## src/rtl/nps_pkg.sv

```systemverilog
package nps_pkg;

    typedef enum logic [3:0] {
        S_IDLE,
        S_ENABLE,
        S_CMD_LOAD,
        S_ADDR,
        S_DATA,
        S_CMD_PROG,
        S_WAIT,
        S_CMD_STAT,
        S_STAT,
        S_FINISH
    } nps_state_e;

    localparam logic [7:0] OP_LOAD = 8'h80;
    localparam logic [7:0] OP_PROG = 8'h10;
    localparam logic [7:0] OP_STAT = 8'h70;

    // status byte: bit 6 ready, bit 0 failure
    localparam logic [7:0] STAT_MASK = 8'h41;
    localparam logic [7:0] STAT_GOOD = 8'h40;

endpackage

```

## src/rtl/nps_strobe.sv

```systemverilog
module nps_strobe #(
    parameter int LO_CYC = 2,
    parameter int HI_CYC = 2
) (
    input  logic clk,
    input  logic rst_n,
    input  logic run,
    output logic low,
    output logic sample,
    output logic last
);
    localparam int PER = LO_CYC + HI_CYC;
    localparam int PW  = $clog2(PER + 1);

    logic [PW-1:0] cnt;

    assign low    = run && (cnt < PW'(LO_CYC));
    assign sample = run && (cnt == PW'(LO_CYC - 1));
    assign last   = run && (cnt == PW'(PER - 1));

    always_ff @(posedge clk or negedge rst_n) begin
        if (!rst_n)
            cnt <= '0;
        else if (!run || last)
            cnt <= '0;
        else
            cnt <= cnt + 1'b1;
    end

    // phase counter never leaves its period
    a_r4_phase_range: assert property (@(posedge clk) disable iff (!rst_n)
        cnt < PW'(PER));

    // a period always begins with the strobe low
    a_r4_period_start: assert property (@(posedge clk) disable iff (!rst_n)
        (run && !$past(run)) |-> low);

endmodule

```

## src/rtl/nps_sync2.sv

```systemverilog
module nps_sync2 (
    input  logic clk,
    input  logic rst_n,
    input  logic d,
    output logic q
);
    logic meta;

    always_ff @(posedge clk or negedge rst_n) begin
        if (!rst_n) begin
            meta <= 1'b0;
            q    <= 1'b0;
        end else begin
            meta <= d;
            q    <= meta;
        end
    end
endmodule

```

## src/rtl/nps_wait_timer.sv

```systemverilog
module nps_wait_timer #(
    parameter int GUARD_CYC   = 4,
    parameter int TIMEOUT_CYC = 100000
) (
    input  logic clk,
    input  logic rst_n,
    input  logic active,
    output logic guard_ok,
    output logic expired
);
    localparam int CW = $clog2(TIMEOUT_CYC + 1);

    logic [CW-1:0] cnt;

    assign guard_ok = active && (cnt >= CW'(GUARD_CYC));
    assign expired  = active && (cnt == CW'(TIMEOUT_CYC - 1));

    always_ff @(posedge clk or negedge rst_n) begin
        if (!rst_n)
            cnt <= '0;
        else if (!active)
            cnt <= '0;
        else if (cnt != CW'(TIMEOUT_CYC - 1))
            cnt <= cnt + 1'b1;
    end

    // wait counter bounded by the timeout
    a_r11_count_bound: assert property (@(posedge clk) disable iff (!rst_n)
        cnt < CW'(TIMEOUT_CYC));

    // counter restarts at zero when a wait begins
    a_r8_wait_from_zero: assert property (@(posedge clk) disable iff (!rst_n)
        (active && !$past(active)) |-> (cnt == '0));

endmodule

```

## src/rtl/nand_prog_seq.sv

```systemverilog
module nand_prog_seq #(
    parameter int ADDR_CYC    = 3,
    parameter int PAGE_BYTES  = 528,
    parameter int LO_CYC      = 2,
    parameter int HI_CYC      = 2,
    parameter int GUARD_CYC   = 4,
    parameter int TIMEOUT_CYC = 100000,
    localparam int AW = 8 * ADDR_CYC,
    localparam int IW = $clog2(PAGE_BYTES)
) (
    input  logic          clk,
    input  logic          rst_n,
    input  logic          start,
    input  logic [AW-1:0] page_addr,
    output logic          busy,
    output logic          done,
    output logic          pass,
    output logic          buf_rd,
    output logic [IW-1:0] buf_idx,
    input  logic [7:0]    buf_data,
    output logic          nf_ce_n,
    output logic          nf_wp_n,
    output logic          nf_cle,
    output logic          nf_ale,
    output logic          nf_we_n,
    output logic          nf_re_n,
    output logic [7:0]    nf_io_out,
    output logic          nf_io_oe,
    input  logic [7:0]    nf_io_in,
    input  logic          nf_rdy
);
    import nps_pkg::*;

    nps_state_e    state_q, state_d;
    logic [IW-1:0] idx_q;
    logic [AW-1:0] addr_sh;
    logic [7:0]    stat_q;
    logic          pass_q;
    logic          run, ph_low, ph_sample, ph_last;
    logic          rdy_s, guard_ok, expired;

    assign run = (state_q == S_ENABLE)   || (state_q == S_CMD_LOAD) ||
                 (state_q == S_ADDR)     || (state_q == S_DATA)     ||
                 (state_q == S_CMD_PROG) || (state_q == S_CMD_STAT) ||
                 (state_q == S_STAT);

    nps_strobe #(.LO_CYC(LO_CYC), .HI_CYC(HI_CYC)) u_strobe (
        .clk    (clk),
        .rst_n  (rst_n),
        .run    (run),
        .low    (ph_low),
        .sample (ph_sample),
        .last   (ph_last)
    );

    nps_sync2 u_rdy_sync (
        .clk   (clk),
        .rst_n (rst_n),
        .d     (nf_rdy),
        .q     (rdy_s)
    );

    nps_wait_timer #(.GUARD_CYC(GUARD_CYC), .TIMEOUT_CYC(TIMEOUT_CYC)) u_timer (
        .clk      (clk),
        .rst_n    (rst_n),
        .active   (state_q == S_WAIT),
        .guard_ok (guard_ok),
        .expired  (expired)
    );

    // next state
    always_comb begin
        state_d = state_q;
        unique case (state_q)
            S_IDLE:     if (start) state_d = S_ENABLE;
            S_ENABLE:   if (ph_last) state_d = S_CMD_LOAD;
            S_CMD_LOAD: if (ph_last) state_d = S_ADDR;
            S_ADDR:     if (ph_last && idx_q == IW'(ADDR_CYC - 1)) state_d = S_DATA;
            S_DATA:     if (ph_last && idx_q == IW'(PAGE_BYTES - 1)) state_d = S_CMD_PROG;
            S_CMD_PROG: if (ph_last) state_d = S_WAIT;
            S_WAIT: begin
                if (guard_ok && rdy_s) state_d = S_CMD_STAT;
                else if (expired)      state_d = S_FINISH;
            end
            S_CMD_STAT: if (ph_last) state_d = S_STAT;
            S_STAT:     if (ph_last) state_d = S_FINISH;
            S_FINISH:   state_d = S_IDLE;
            default:    state_d = S_IDLE;
        endcase
    end

    // state register
    always_ff @(posedge clk or negedge rst_n) begin
        if (!rst_n) state_q <= S_IDLE;
        else        state_q <= state_d;
    end

    // datapath registers
    always_ff @(posedge clk or negedge rst_n) begin
        if (!rst_n) begin
            idx_q   <= '0;
            addr_sh <= '0;
            stat_q  <= '0;
            pass_q  <= 1'b0;
        end else begin
            if (state_d != state_q)
                idx_q <= '0;
            else if (ph_last && (state_q == S_ADDR || state_q == S_DATA))
                idx_q <= idx_q + 1'b1;

            if (state_q == S_IDLE && start)
                addr_sh <= page_addr;
            else if (state_q == S_ADDR && ph_last)
                addr_sh <= addr_sh >> 8;

            if (state_q == S_STAT && ph_sample)
                stat_q <= nf_io_in;

            if (state_q == S_STAT && ph_last)
                pass_q <= ((stat_q & STAT_MASK) == STAT_GOOD);
            else if (state_q == S_WAIT && state_d == S_FINISH)
                pass_q <= 1'b0;
        end
    end

    // outputs
    always_comb begin
        nf_ce_n   = 1'b1;
        nf_wp_n   = 1'b0;
        nf_cle    = 1'b0;
        nf_ale    = 1'b0;
        nf_we_n   = 1'b1;
        nf_re_n   = 1'b1;
        nf_io_oe  = 1'b0;
        nf_io_out = 8'h00;
        buf_rd    = 1'b0;
        buf_idx   = '0;
        done      = 1'b0;
        unique case (state_q)
            S_IDLE: ;
            S_ENABLE, S_WAIT: begin
                nf_ce_n = 1'b0;
                nf_wp_n = 1'b1;
            end
            S_CMD_LOAD, S_CMD_PROG, S_CMD_STAT: begin
                nf_ce_n   = 1'b0;
                nf_wp_n   = 1'b1;
                nf_cle    = 1'b1;
                nf_io_oe  = 1'b1;
                nf_we_n   = !ph_low;
                nf_io_out = (state_q == S_CMD_LOAD) ? OP_LOAD :
                            (state_q == S_CMD_PROG) ? OP_PROG : OP_STAT;
            end
            S_ADDR: begin
                nf_ce_n   = 1'b0;
                nf_wp_n   = 1'b1;
                nf_ale    = 1'b1;
                nf_io_oe  = 1'b1;
                nf_we_n   = !ph_low;
                nf_io_out = addr_sh[7:0];
            end
            S_DATA: begin
                nf_ce_n   = 1'b0;
                nf_wp_n   = 1'b1;
                nf_io_oe  = 1'b1;
                nf_we_n   = !ph_low;
                buf_rd    = 1'b1;
                buf_idx   = idx_q;
                nf_io_out = buf_data;
            end
            S_STAT: begin
                nf_ce_n = 1'b0;
                nf_wp_n = 1'b1;
                nf_re_n = !ph_low;
            end
            S_FINISH: done = 1'b1;
            default: ;
        endcase
    end

    assign busy = (state_q != S_IDLE);
    assign pass = pass_q;

    // never both strobes at once
    a_r4_one_strobe: assert property (@(posedge clk) disable iff (!rst_n)
        !(!nf_we_n && !nf_re_n));

    // byte held across the rising write edge
    a_r4_io_hold: assert property (@(posedge clk) disable iff (!rst_n)
        $rose(nf_we_n) |-> $stable(nf_io_out));

    // address and command latches exclusive
    a_r6_latch_excl: assert property (@(posedge clk) disable iff (!rst_n)
        !(nf_ale && nf_cle));

    // writes only with chip selected and protection lifted
    a_r3_write_enabled: assert property (@(posedge clk) disable iff (!rst_n)
        !nf_we_n |-> (nf_wp_n && !nf_ce_n));

    // status opcode only after synchronised ready
    a_r8_ready_seen: assert property (@(posedge clk) disable iff (!rst_n)
        (state_q == S_CMD_STAT && $past(state_q) == S_WAIT) |-> $past(rdy_s));

    // bus released while reading
    a_r9_read_released: assert property (@(posedge clk) disable iff (!rst_n)
        !nf_re_n |-> !nf_io_oe);

    // done is a single-cycle pulse followed by idle
    a_r12_done_pulse: assert property (@(posedge clk) disable iff (!rst_n)
        done |=> (!done && !busy));

endmodule

```

## config.mk

```make
export PLATFORM = sky130hd
export DESIGN_NAME = nand_prog_seq
export DESIGN_NICKNAME = d
export VERILOG_FILES = /design/src/rtl/nps_pkg.sv /design/src/rtl/nps_strobe.sv /design/src/rtl/nps_sync2.sv /design/src/rtl/nps_wait_timer.sv /design/src/rtl/nand_prog_seq.sv
export SDC_FILE = /design/constraint.sdc
export NUM_CORES = 1
export LEC_CHECK = 0
export ABC_AREA = 1
export CAP_MARGIN = 20
export CORE_MARGIN = 1.5
export CORE_UTILIZATION = 50
export DETAILED_ROUTE_END_ITERATION = 8
export GPL_TIMING_DRIVEN = 0
export PLACE_DENSITY = 0.78
export SLEW_MARGIN = 20
export SYNTH_ARGS = -nofsm -noshare
export SYNTH_HDL_FRONTEND = slang
export SYNTH_SLANG_ARGS = --single-unit
```

## constraint.sdc

```tcl
create_clock -name clk -period 4.14 [get_ports clk]
set_clock_uncertainty 0.1 [all_clocks]
set_input_delay 1.242 -clock clk [delete_from_list [all_inputs] [get_ports clk]]
set_output_delay 1.242 -clock clk [all_outputs]
set_load 0.02 [all_outputs]
```

==> reports/results.tsv, run 1 <==
stage	metric	value	unit
outcome	outcome	finished clean	
yosys	synth.area.top_cells	dfrtp_1 44%, nand2_1 9.2%, nor2_1 6.8%	
timing	rsz0062_at_grt	no	
yosys	syn-instance-count	441	
die	die_y	87.27	um
yosys	synth_compound_area_frac	0.1173	
drt	drc	0	
clocking	cts-root-buf	clkbuf_8	
worst_setup_path	startpoint_type	primary input	
cells_and_area	area.growth.synth_to_final	28.05	%
yosys	synthXorXnorAreaFrac	0.02713	
timing	period_needed	3.919	ns
yosys	ys_ff_latch	63	
yosys	synth_fa_ha_area_frac	0.02467	
timing	drv_slew	0	
clocking	clock_sinks	63	
yosys	ys_seq_area_frac	0.4440	
worst_setup_path	critPathCaptureType	primary output	
worst_setup_path	cp.required	2.80	ns
drt	drt_wl_total	8384	um
drt	vias	3239	
power_and_ir_drop	leakagePower	2.064	nW
power_and_ir_drop	ir_drop	0.0001478	V
worst_setup_path	reg2reg_slack	2.01	ns
global_route	grt_start_max_net_pins	38	
drt	dr.pass1.iters	5	
yosys	synth.top_cell.area_share	0.4440	
die	dieArea	7616	um^2
worst_setup_path	cp_max_fo	1	
global_route	grt_first_pass_wirelength	13880	um
clocking	cts_resized	0	
die	pin_count	73	
power_and_ir_drop	power_density	270.9	nW/um^2
placement	pre_cts_ws	0.2364	ns
clocking	clk_pin_slew	0.07	ns
hold_path	hold_path_startpoint	u_rdy_sync.meta	
placement	hpwl	6211	um
die	die_x	87.27	um
global_route	met1_usage	0.3002	
yosys	netlist_top_cells_count	87 x nand2_1, 64 x nor2_1, 63 x dfrtp_1, 49 x inv_1, 22 x o21ai_0	
worst_setup_path	crit_buf_inv	2	
timing	setup_viol	0	
global_route	track_usage	0.2347	
cells_and_area	nets	570	
run	drv_cap	0	
clocking	cts_tree	done	
placement	io_buffers	66	
die	initial_core_util	0.5198	
drt	drt_iter0_markers	154	
clocking	clockBufferDepth	2	
yosys	syn_area	3551	um^2
global_route	antenna_found_initial	0	
timing	tightest_slew	0.4715	ns
yosys	synth_cell_type_count	36	
yosys	yosysMostFrequentCell	nand2_1	
power_and_ir_drop	combPwrFrac	0.056	
worst_setup_path	slowest_delay	0.55	ns
yosys	synth_mux_area_frac	0.003171	
drt	ant_nets	0	
yosys	synthSimpleGateAreaFrac	0.3069	
worst_setup_path	crit_family	buffers and inverters	
clocking	postCtsHoldBufs	0	
drt	vias_per_cell	5.224	
worst_setup_path	startpoint	buf_data[7]	
cells_and_area	drive_gt1_frac	0.1260	
global_route	global_route.usage.met3	0.04455	
placement	gp_congestion	0.9010	
hold_path	hold_path_class	register to register	
timing	min_period_over_period	0.9466	
die	core	6832	um^2
timing	maxSlewHeadroom	0.6856	
global_route	grt_overflow_total	0	
cells_and_area	diodes	0	
global_route	grt_pass1_vias	3078	
yosys	ys.flop_type	dfrtp_1	
clocking	cts_setup_buffers	0	
power_and_ir_drop	power_frac_seq	0.501	
yosys	async_flop_share	1.000	
power_and_ir_drop	swShare	0.2286	
worst_setup_path	worst_ep_arrival_time	2.58	ns
timing	whs	0.2516	ns
clocking	clk_latency	0.35	ns
worst_setup_path	worst-setup-path-type	primary input to primary output	
worst_setup_path	timing.rr.start	state_q[0]	
clocking	h-tree-depth	3	
yosys	yosysTopAreaCell	dfrtp_1	
timing	hold_viol	0	
global_route	grtUsageMet2	0.3846	
worst_setup_path	crit_chain	clkdlybuf4s50_1 > a221o_1 > clkdlybuf4s50_1	
yosys	avgSynthCellArea	8.052	um^2
timing	fin_ws	0.2212	ns
worst_setup_path	slowest_stage	clkdlybuf4s50_1	
power_and_ir_drop	p_int	0.0009500	W
drt	wire_per_inst	13.52	um
yosys	synth_nets	492	
yosys	ys_warn_count	0	
power_and_ir_drop	clkPwrFrac	0.443	
worst_setup_path	critPathMostFrequentCell	clkdlybuf4s50_1	
yosys	synth_edf_count	0	
timing	fmax	255.2	MHz
global_route	top_usage_layer	met2	
clocking	cts_inserted_buffers	9	
yosys	synth_top_family_by_area	simple AND/OR/NAND/NOR gates	
power_and_ir_drop	p_sw	0.0002816	W
die	row_count	30	
==> registers in the layout, indices dropped and copies added (netlist names) <==
name / count
addr_sh: 24
u_timer.cnt: 17
idx_q: 10
state_q: 4
u_strobe.cnt: 3
stat_q: 2
pass: 1
u_rdy_sync.meta: 1
u_rdy_sync.q: 1
==> cell families (layout without fill, tap and decap cells) <==
| group | count (synthesis) | in the layout |
|---|---|---|
| buffers and inverters | 67 | 150 |
| AO/OA/AOI/OAI | 66 | 66 |
| AND/OR/NAND/NOR | 226 | 226 |
| XOR/XNOR | 11 | 11 |
| adder cells (fa/ha/maj) | 7 | 7 |
| multiplexers | 1 | 1 |
| flip-flops | 63 | 63 |
==> worst register-to-register path, cell delays in order (launching register included) <==
cell and delay, ns:
dfrtp_1 0.49, nor2_2 0.25, nand3_1 0.13, buf_2 0.21
inv_1 0.14, clkbuf_1 0.40, nand2_1 0.13, a31oi_1 0.20
==> per-stage QoR <==
stage | total power, W | utilization | area (um^2) | instances | setup TNS [ns]
floorplan | 0.0006402 | - | 3551 | 441 | 0
global placement | 0.0006971 | 0.6341 | 4332 | 603 | -20.65
finish | 0.001232 | 0.6656 | 4547 | 620 | 0
CTS | 0.001239 | 0.6656 | 4547 | 620 | 0
detailed placement | 0.0006995 | 0.6366 | 4349 | 604 | 0
global route | 0.001264 | 0.6656 | 4547 | 620 | 0
==> layout by cell type (no fill, tap or decap), drive strengths merged, types with 2 or more instances in the layout <==
cell	instances
nand3b	2
a31oi	14
nand3	25
nand2	98
nor3	18
clkdlybuf4s50	65
inv	54
clkinv	5
buf	9
ha	7
xor2	11
clkinvlp	2
nand4	8
o21ai	24
a22o	10
a221o	3
clkbuf	14
dfrtp	63
a21oi	11
nor2	72
==> cell type report <==
type                       instances  area [um^2]
buffer                            11        62.56
tap                               96        120.1
inverter                          56        210.2
clock buffer                      10        137.6
fill                             598         2285
sequential                        63         1577
multi-input combinational        311         1702
timing repair buffer              67        678.2
clock inverter                     6        60.06
==> final timing paths <==
kind,end,depth (start not counted)
setup / recovery,nf_io_out[7],3
hold / removal,u_rdy_sync.q,0
setup reg to reg,addr_sh[0],7
hold reg to reg,u_rdy_sync.q,0
max in group asynchronous,addr_sh[16],2
min in group asynchronous,u_timer.cnt[14],1
==> layer usage <==
metal | up-vias | part of all wire
met2 | 105 | 0.48
li1 | 1593 | -
met5 | - | 0
met3 | 20 | 0.053
met1 | 1521 | 0.44
met4 | 0 | 0.021
==> power by group through the flow <==
stage                     registers (W)  clock network [W]  logic (W)
final                          0.000618           0.000545  0.0000688
after global routing           0.000618           0.000572  0.0000742
after CTS                      0.000618           0.000551  0.0000703
after detailed placement       0.000630                  0  0.0000700
after global placement         0.000630                  0  0.0000674
after floorplan                0.000630                  0  0.0000106
Note: power is estimated with default switching activity, not from simulation.
==> run 2: changes to the inputs <==
--- a/config.mk
+++ b/config.mk
@@ -10,9 +10,9 @@
 export CORE_MARGIN = 1.5
 export CORE_UTILIZATION = 50
 export DETAILED_ROUTE_END_ITERATION = 8
-export GPL_TIMING_DRIVEN = 0
+export MAX_ROUTING_LAYER = met4
 export PLACE_DENSITY = 0.78
-export SLEW_MARGIN = 20
+export SLEW_MARGIN = 30
 export SYNTH_ARGS = -nofsm -noshare
 export SYNTH_HDL_FRONTEND = slang
 export SYNTH_SLANG_ARGS = --single-unit
==> reports/results.tsv, run 2 (synthesis gave the netlist of run 1 again) <==
stage	metric	value	unit
timing	tightest_slew	0.7845	ns
drt	drc	0	
global_route	antenna_found_initial	0	
timing	maxSlewHeadroom	0.4770	
drt	dr.pass1.iters	5	
clocking	cts_inserted_buffers	9	
cells_and_area	seq_area	1577	um^2
global_route	track_usage	0.2445	
cells_and_area	post-route-util	0.6533	
drt	drt_iter0_markers	276	
timing	min_period_over_period	0.9346	
drt	vias	3214	
die	pin_count	73	
timing	drv_slew	0	
worst_setup_path	startpoint_type	primary input	
cells_and_area	nets	561	
cells_and_area	diodes	0	
die	core	6832	um^2
power_and_ir_drop	leakagePower	2.017	nW
drt	vias_per_cell	5.260	
die	row_count	30	
drt	ant_nets	0	
clocking	postCtsHoldBufs	0	
clocking	cts-root-buf	clkbuf_8	
clocking	clk_pin_slew	0.06	ns
worst_setup_path	worst-setup-path-type	primary input to primary output	
placement	io_buffers	66	
timing	fmax	258.4	MHz
timing	hold_viol	0	
power_and_ir_drop	ir_drop	0.0001400	V
power_and_ir_drop	power_density	261.8	nW/um^2
placement	gp_congestion	0.8687	
drt	drt_wl_total	8234	um
cells_and_area	top_regs	addr_sh: 24 flops, u_timer.cnt: 17 flops, idx_q: 10 flops	
die	dieArea	7616	um^2
global_route	grt_first_pass_wirelength	14010	um
placement	hpwl	6138	um
clocking	clockBufferDepth	2	
drt	wire_per_inst	13.48	um
die	die_y	87.27	um
timing	rsz0062_at_grt	no	
cells_and_area	multi_input_area	1702	um^2
global_route	grt_pass1_vias	3095	
cells_and_area	drive_gt1_frac	0.1146	
cells_and_area	regMostFlops	addr_sh	
worst_setup_path	worst_ep_arrival_time	2.53	ns
clocking	h-tree-depth	3	
cells_and_area	layout_common_cells	87 x nand2_1, 65 x clkdlybuf4s50_1, 64 x nor2_1	
cells_and_area	layout_commonest_cell	nand2_1	
clocking	clock_sinks	63	
run	drv_cap	0	
cells_and_area	fillCellCount	590	
timing	setup_viol	0	
worst_setup_path	cp.required	2.80	ns
worst_setup_path	critPathCaptureType	primary output	
die	die_x	87.27	um
clocking	cts_setup_buffers	0	
global_route	grt_start_max_net_pins	36	
timing	fin_tns_setup	0	ns
global_route	grt_overflow_total	0	
clocking	cts_resized	0	
hold_path	hold_path_class	register to register	
cells_and_area	largest_reg_flops	24	
outcome	outcome	finished clean	
clocking	cts_tree	done	
clocking	clk_latency	0.34	ns
die	initial_core_util	0.5198	
timing	period_needed	3.869	ns
worst_setup_path	cp_max_fo	1	
cells_and_area	area.growth.synth_to_final	25.69	%
==> run 2: cell count changes in the layout (fill, tap and decap cells not counted), sizes merged <==
cell / previous run / this run
buf: 9 / 4
bufinv: 1 / 0
clkinvlp: 2 / 1
clkinv: 5 / 4
clkbuf: 14 / 13
==> run 2: area by class of cell <==
cell class	instances	share of cell area
flip-flops and latches	63	0.3532
clock inverters	3	0.003925
inverters	56	0.04710
repair buffers	69	0.1519
multi-input cells	311	0.3813
well taps	96	0.02691
clock buffers	13	0.03560
==> run 2: per-layer routing <==
metal / vias up / wire length, um / track usage
li1: 1579 / - / -
met1: 1502 / 3556 / 0.2957
met2: 117 / 4002 / 0.3930
met3: 16 / 521 / 0.05403
met4: 0 / 155 / 0.1068
met5: - / 0 / -
==> run 2: per-stage QoR <==
stage          setup WS, ns  hold WS, ns  cells  total power (W)  area, um^2
5_1_grt              0.2128       0.2739    611         0.001209        4463
2_1_floorplan         1.165       0.2312    441        0.0006402        3551
6_report             0.2706       0.2611    611         0.001168        4463
4_1_cts              0.2649       0.2667    611         0.001178        4463
3_5_place_dp         0.2729       0.2516    595        0.0006977        4287
3_3_place_gp         0.3105       0.2352    595        0.0006970        4287
==> run 2: worst max-delay path: stages <==
cell and delay (ns):
clkdlybuf4s50_1 0.41, a221o_1 0.34, clkdlybuf4s50_1 0.54
==> run 2: where the power goes <==
part           switching, W  internal, W  leakage, nW  total [W]
clock              0.000235     0.000248       0.0894   0.000484
combinational     0.0000257    0.0000410         1.08  0.0000667
sequential      0.000000638     0.000617        0.846   0.000618
==> run 2: path summary, 6_finish.rpt <==
kind	from	endpoint	slack [ns]	cells past startpoint
worst max register to register	state_q[0]	addr_sh[16]	1.57	11
worst min register to register	u_rdy_sync.meta	u_rdy_sync.q	0.26	0
worst min-delay path	u_rdy_sync.meta	u_rdy_sync.q	0.26	0
worst max-delay path	buf_data[5]	nf_io_out[5]	0.27	3
min in group asynchronous	rst_n	state_q[2]	0.88	1
max in group asynchronous	rst_n	u_timer.cnt[10]	2.36	2
==> run 3: changes to the inputs <==
--- a/config.mk
+++ b/config.mk
@@ -5,7 +5,6 @@
 export SDC_FILE = /design/constraint.sdc
 export NUM_CORES = 1
 export LEC_CHECK = 0
-export ABC_AREA = 1
 export CAP_MARGIN = 20
 export CORE_MARGIN = 1.5
 export CORE_UTILIZATION = 50
==> constraint.sdc (replaced) <==
create_clock -name clk -period 3.75 [get_ports clk]
set_clock_uncertainty 0.1 [all_clocks]
set_input_delay 1.125 -clock clk [delete_from_list [all_inputs] [get_ports clk]]
set_output_delay 1.125 -clock clk [all_outputs]
set_load 0.02 [all_outputs]
==> reports/results.tsv, run 3 <==
stage	metric	value	unit
timing	period_needed	3.611	ns
die	row_count	30	
yosys	yosysTopAreaCell	dfrtp_1	
placement	io_buffers	66	
yosys	syn-instance-count	390	
clocking	cts_resized	0	
power_and_ir_drop	power_density	327.8	nW/um^2
timing	tightest_slew	0.8061	ns
yosys	yosysMostFrequentCell	dfrtp_1	
timing	fin_tns_setup	0	ns
drt	drc	0	
cells_and_area	largest_reg_flops	24	
power_and_ir_drop	leakagePower	2.039	nW
clocking	clk_pin_slew	0.08	ns
yosys	ys_warn_count	0	
worst_setup_path	slowest_delay	0.61	ns
die	core	6794	um^2
worst_setup_path	r2r-end	idx_q[9]	
clocking	h-tree-depth	3	
worst_setup_path	critPathCaptureType	primary output	
drt	vias_per_cell	5.451	
cells_and_area	layout_commonest_cell	clkdlybuf4s50_1	
clocking	postCtsHoldBufs	0	
yosys	async_flop_share	1.000	
worst_setup_path	cp.required	2.52	ns
outcome	outcome	finished clean	
yosys	synth_cell_type_count	50	
worst_setup_path	crit_chain	nor4b_2 > buf_4 > and2_1 > clkdlybuf4s50_1	
clocking	cts_inserted_buffers	9	
worst_setup_path	worst_ep_arrival_time	2.39	ns
cells_and_area	top_regs	addr_sh: 24 flops, u_timer.cnt: 17 flops, idx_q: 10 flops	
timing	hold_viol	0	
clocking	cts_tree	done	
worst_setup_path	reg2reg_slack	0.79	ns
worst_setup_path	worst-setup-path-type	register to primary output	
die	die_x	86.77	um
yosys	synth_edf_count	0	
power_and_ir_drop	total_power	0.001486	W
yosys	avgSynthCellArea	8.996	um^2
cells_and_area	layout_common_cells	65 x clkdlybuf4s50_1, 63 x dfrtp_1, 59 x nand2_1	
clocking	cts_setup_buffers	0	
timing	drv_slew	0	
die	pin_count	73	
cells_and_area	diodes	0	
yosys	netlist_top_cells_count	63 x dfrtp_1, 60 x nand2_1, 34 x nor2_1, 30 x o21ai_0, 16 x mux2i_1	
timing	maxSlewHeadroom	0.4626	
timing	min_period_over_period	0.9630	
worst_setup_path	r2r_cells	8	
yosys	synth.area.top_cells	dfrtp_1 45%, nand2_1 6.4%, mux2i_1 4.6%	
timing	rsz0062_at_grt	no	
worst_setup_path	cp_max_fo	15	
die	dieArea	7528	um^2
clocking	clk_latency	0.34	ns
global_route	grt_overflow_total	0	
global_route	grt_first_pass_wirelength	13280	um
hold_path	hold_path_class	register to register	
placement	gp_congestion	0.8519	
run	drv_cap	0	
yosys	ys.flop_type	dfrtp_1	
global_route	grt_pass1_vias	2886	
drt	dr.pass1.iters	4	
hold_path	hold_path_startpoint	u_rdy_sync.meta	
cells_and_area	regMostFlops	addr_sh	
cells_and_area	fillCellCount	537	
hold_path	whs_path_depth	0	
clocking	clock_sinks	63	
clocking	clockBufferDepth	2	
drt	vias	3047	
yosys	syn_area	3508	um^2
yosys	ys_seq_area_frac	0.4494	
timing	fmax	276.9	MHz
global_route	track_usage	0.2345	
die	die_y	86.77	um
cells_and_area	drive_gt1_frac	0.09719	
drt	wire_per_inst	14.28	um
hold_path	min_to	u_rdy_sync.q	
drt	drt_wl_total	7980	um
die	initial_core_util	0.5164	
global_route	grt_start_max_net_pins	49	
yosys	ys_ff_latch	63	
placement	hpwl	5625	um
power_and_ir_drop	ir_drop	0.0001845	V
yosys	synth_nets	441	
worst_setup_path	startpoint_type	register	
cells_and_area	area.growth.synth_to_final	29.17	%
global_route	antenna_found_initial	0	
timing	setup_viol	0	
worst_setup_path	slowest_stage	clkdlybuf4s50_1	
worst_setup_path	timing.rr.start	u_strobe.cnt[0]	
drt	drt_iter0_markers	237	
drt	ant_nets	0	
cells_and_area	nets	509	
clocking	cts-root-buf	clkbuf_8	
yosys	synth.top_cell.area_share	0.4494	
[run 3: how the worst max path moves through the flow]
stage | slack (ns) | startpoint | cells after the start | end
2_1_floorplan | 0.76 | state_q[0] | 4 | done
3_3_place_gp | 0.16 | buf_data[7] | 4 | nf_io_out[7]
3_5_place_dp | 0.15 | buf_data[7] | 4 | nf_io_out[7]
4_1_cts | 0.15 | state_q[2] | 4 | buf_idx[9]
5_1_grt | 0.02 | state_q[2] | 4 | buf_idx[9]
6_report | 0.14 | state_q[2] | 4 | buf_idx[9]
[run 3: cell type report]
class | count | area (um^2) | area share
clock buffer | 9 | 123.9 | 0.02733
clock inverter | 7 | 120.1 | 0.02650
inverter | 14 | 52.55 | 0.01160
multi-input combinational | 293 | 1800 | 0.3973
sequential | 63 | 1577 | 0.3479
tap | 96 | 120.1 | 0.02650
timing repair buffer | 77 | 738.2 | 0.1629
[run 3: metrics by stage]
step / utilization / cells / instance area [um^2] / setup WS (ns) / hold slack [ns]
global placement: 0.6308 / 543 / 4285 / 0.1585 / 0.2339
global route: 0.6670 / 559 / 4532 / 0.02148 / 0.2612
detailed placement: 0.6311 / 543 / 4288 / 0.1531 / 0.2362
CTS: 0.6670 / 559 / 4532 / 0.1537 / 0.2517
floorplan: - / 390 / 3508 / 0.7575 / 0.2312
finish: 0.6670 / 559 / 4532 / 0.1387 / 0.2491
[run 3: cell families (layout without fill, tap and decap cells)]
family	count (synthesis)	in the layout	synth area share
and+or+nand+nor	180	180	0.2589
AOI/OAI and AO/OA	63	63	0.1113
DFF	63	63	0.4494
buffers and inverters	34	107	0.03887
xor gates and xnor gates	25	25	0.06455
muxes	18	18	0.05207
adders and majority gates	7	7	0.02496
[run 3: critical path, delay by kind of cell, from the launching register on]
| family | cells | cell delay, ns |
|---|---|---|
| buffers and inverters | 2 | 0.88 |
| flip-flops | 1 | 0.59 |
| AND/OR/NAND/NOR | 2 | 0.58 |
[run 3: metal layers]
layer / GRT usage / vias to the layer above / routed length, um
met5: - / - / 0
met4: 0.07625 / 0 / 69
met2: 0.3643 / 95 / 3783
li1: - / 1487 / -
met1: 0.3119 / 1458 / 3682
met3: 0.04381 / 7 / 445
[run 3: power breakdown]
part	internal, W	switching [W]	total [W]
combinational	0.0000455	0.0000279	0.0000734
sequential	0.000681	0.000000872	0.000682
clock	0.000444	0.000287	0.000730
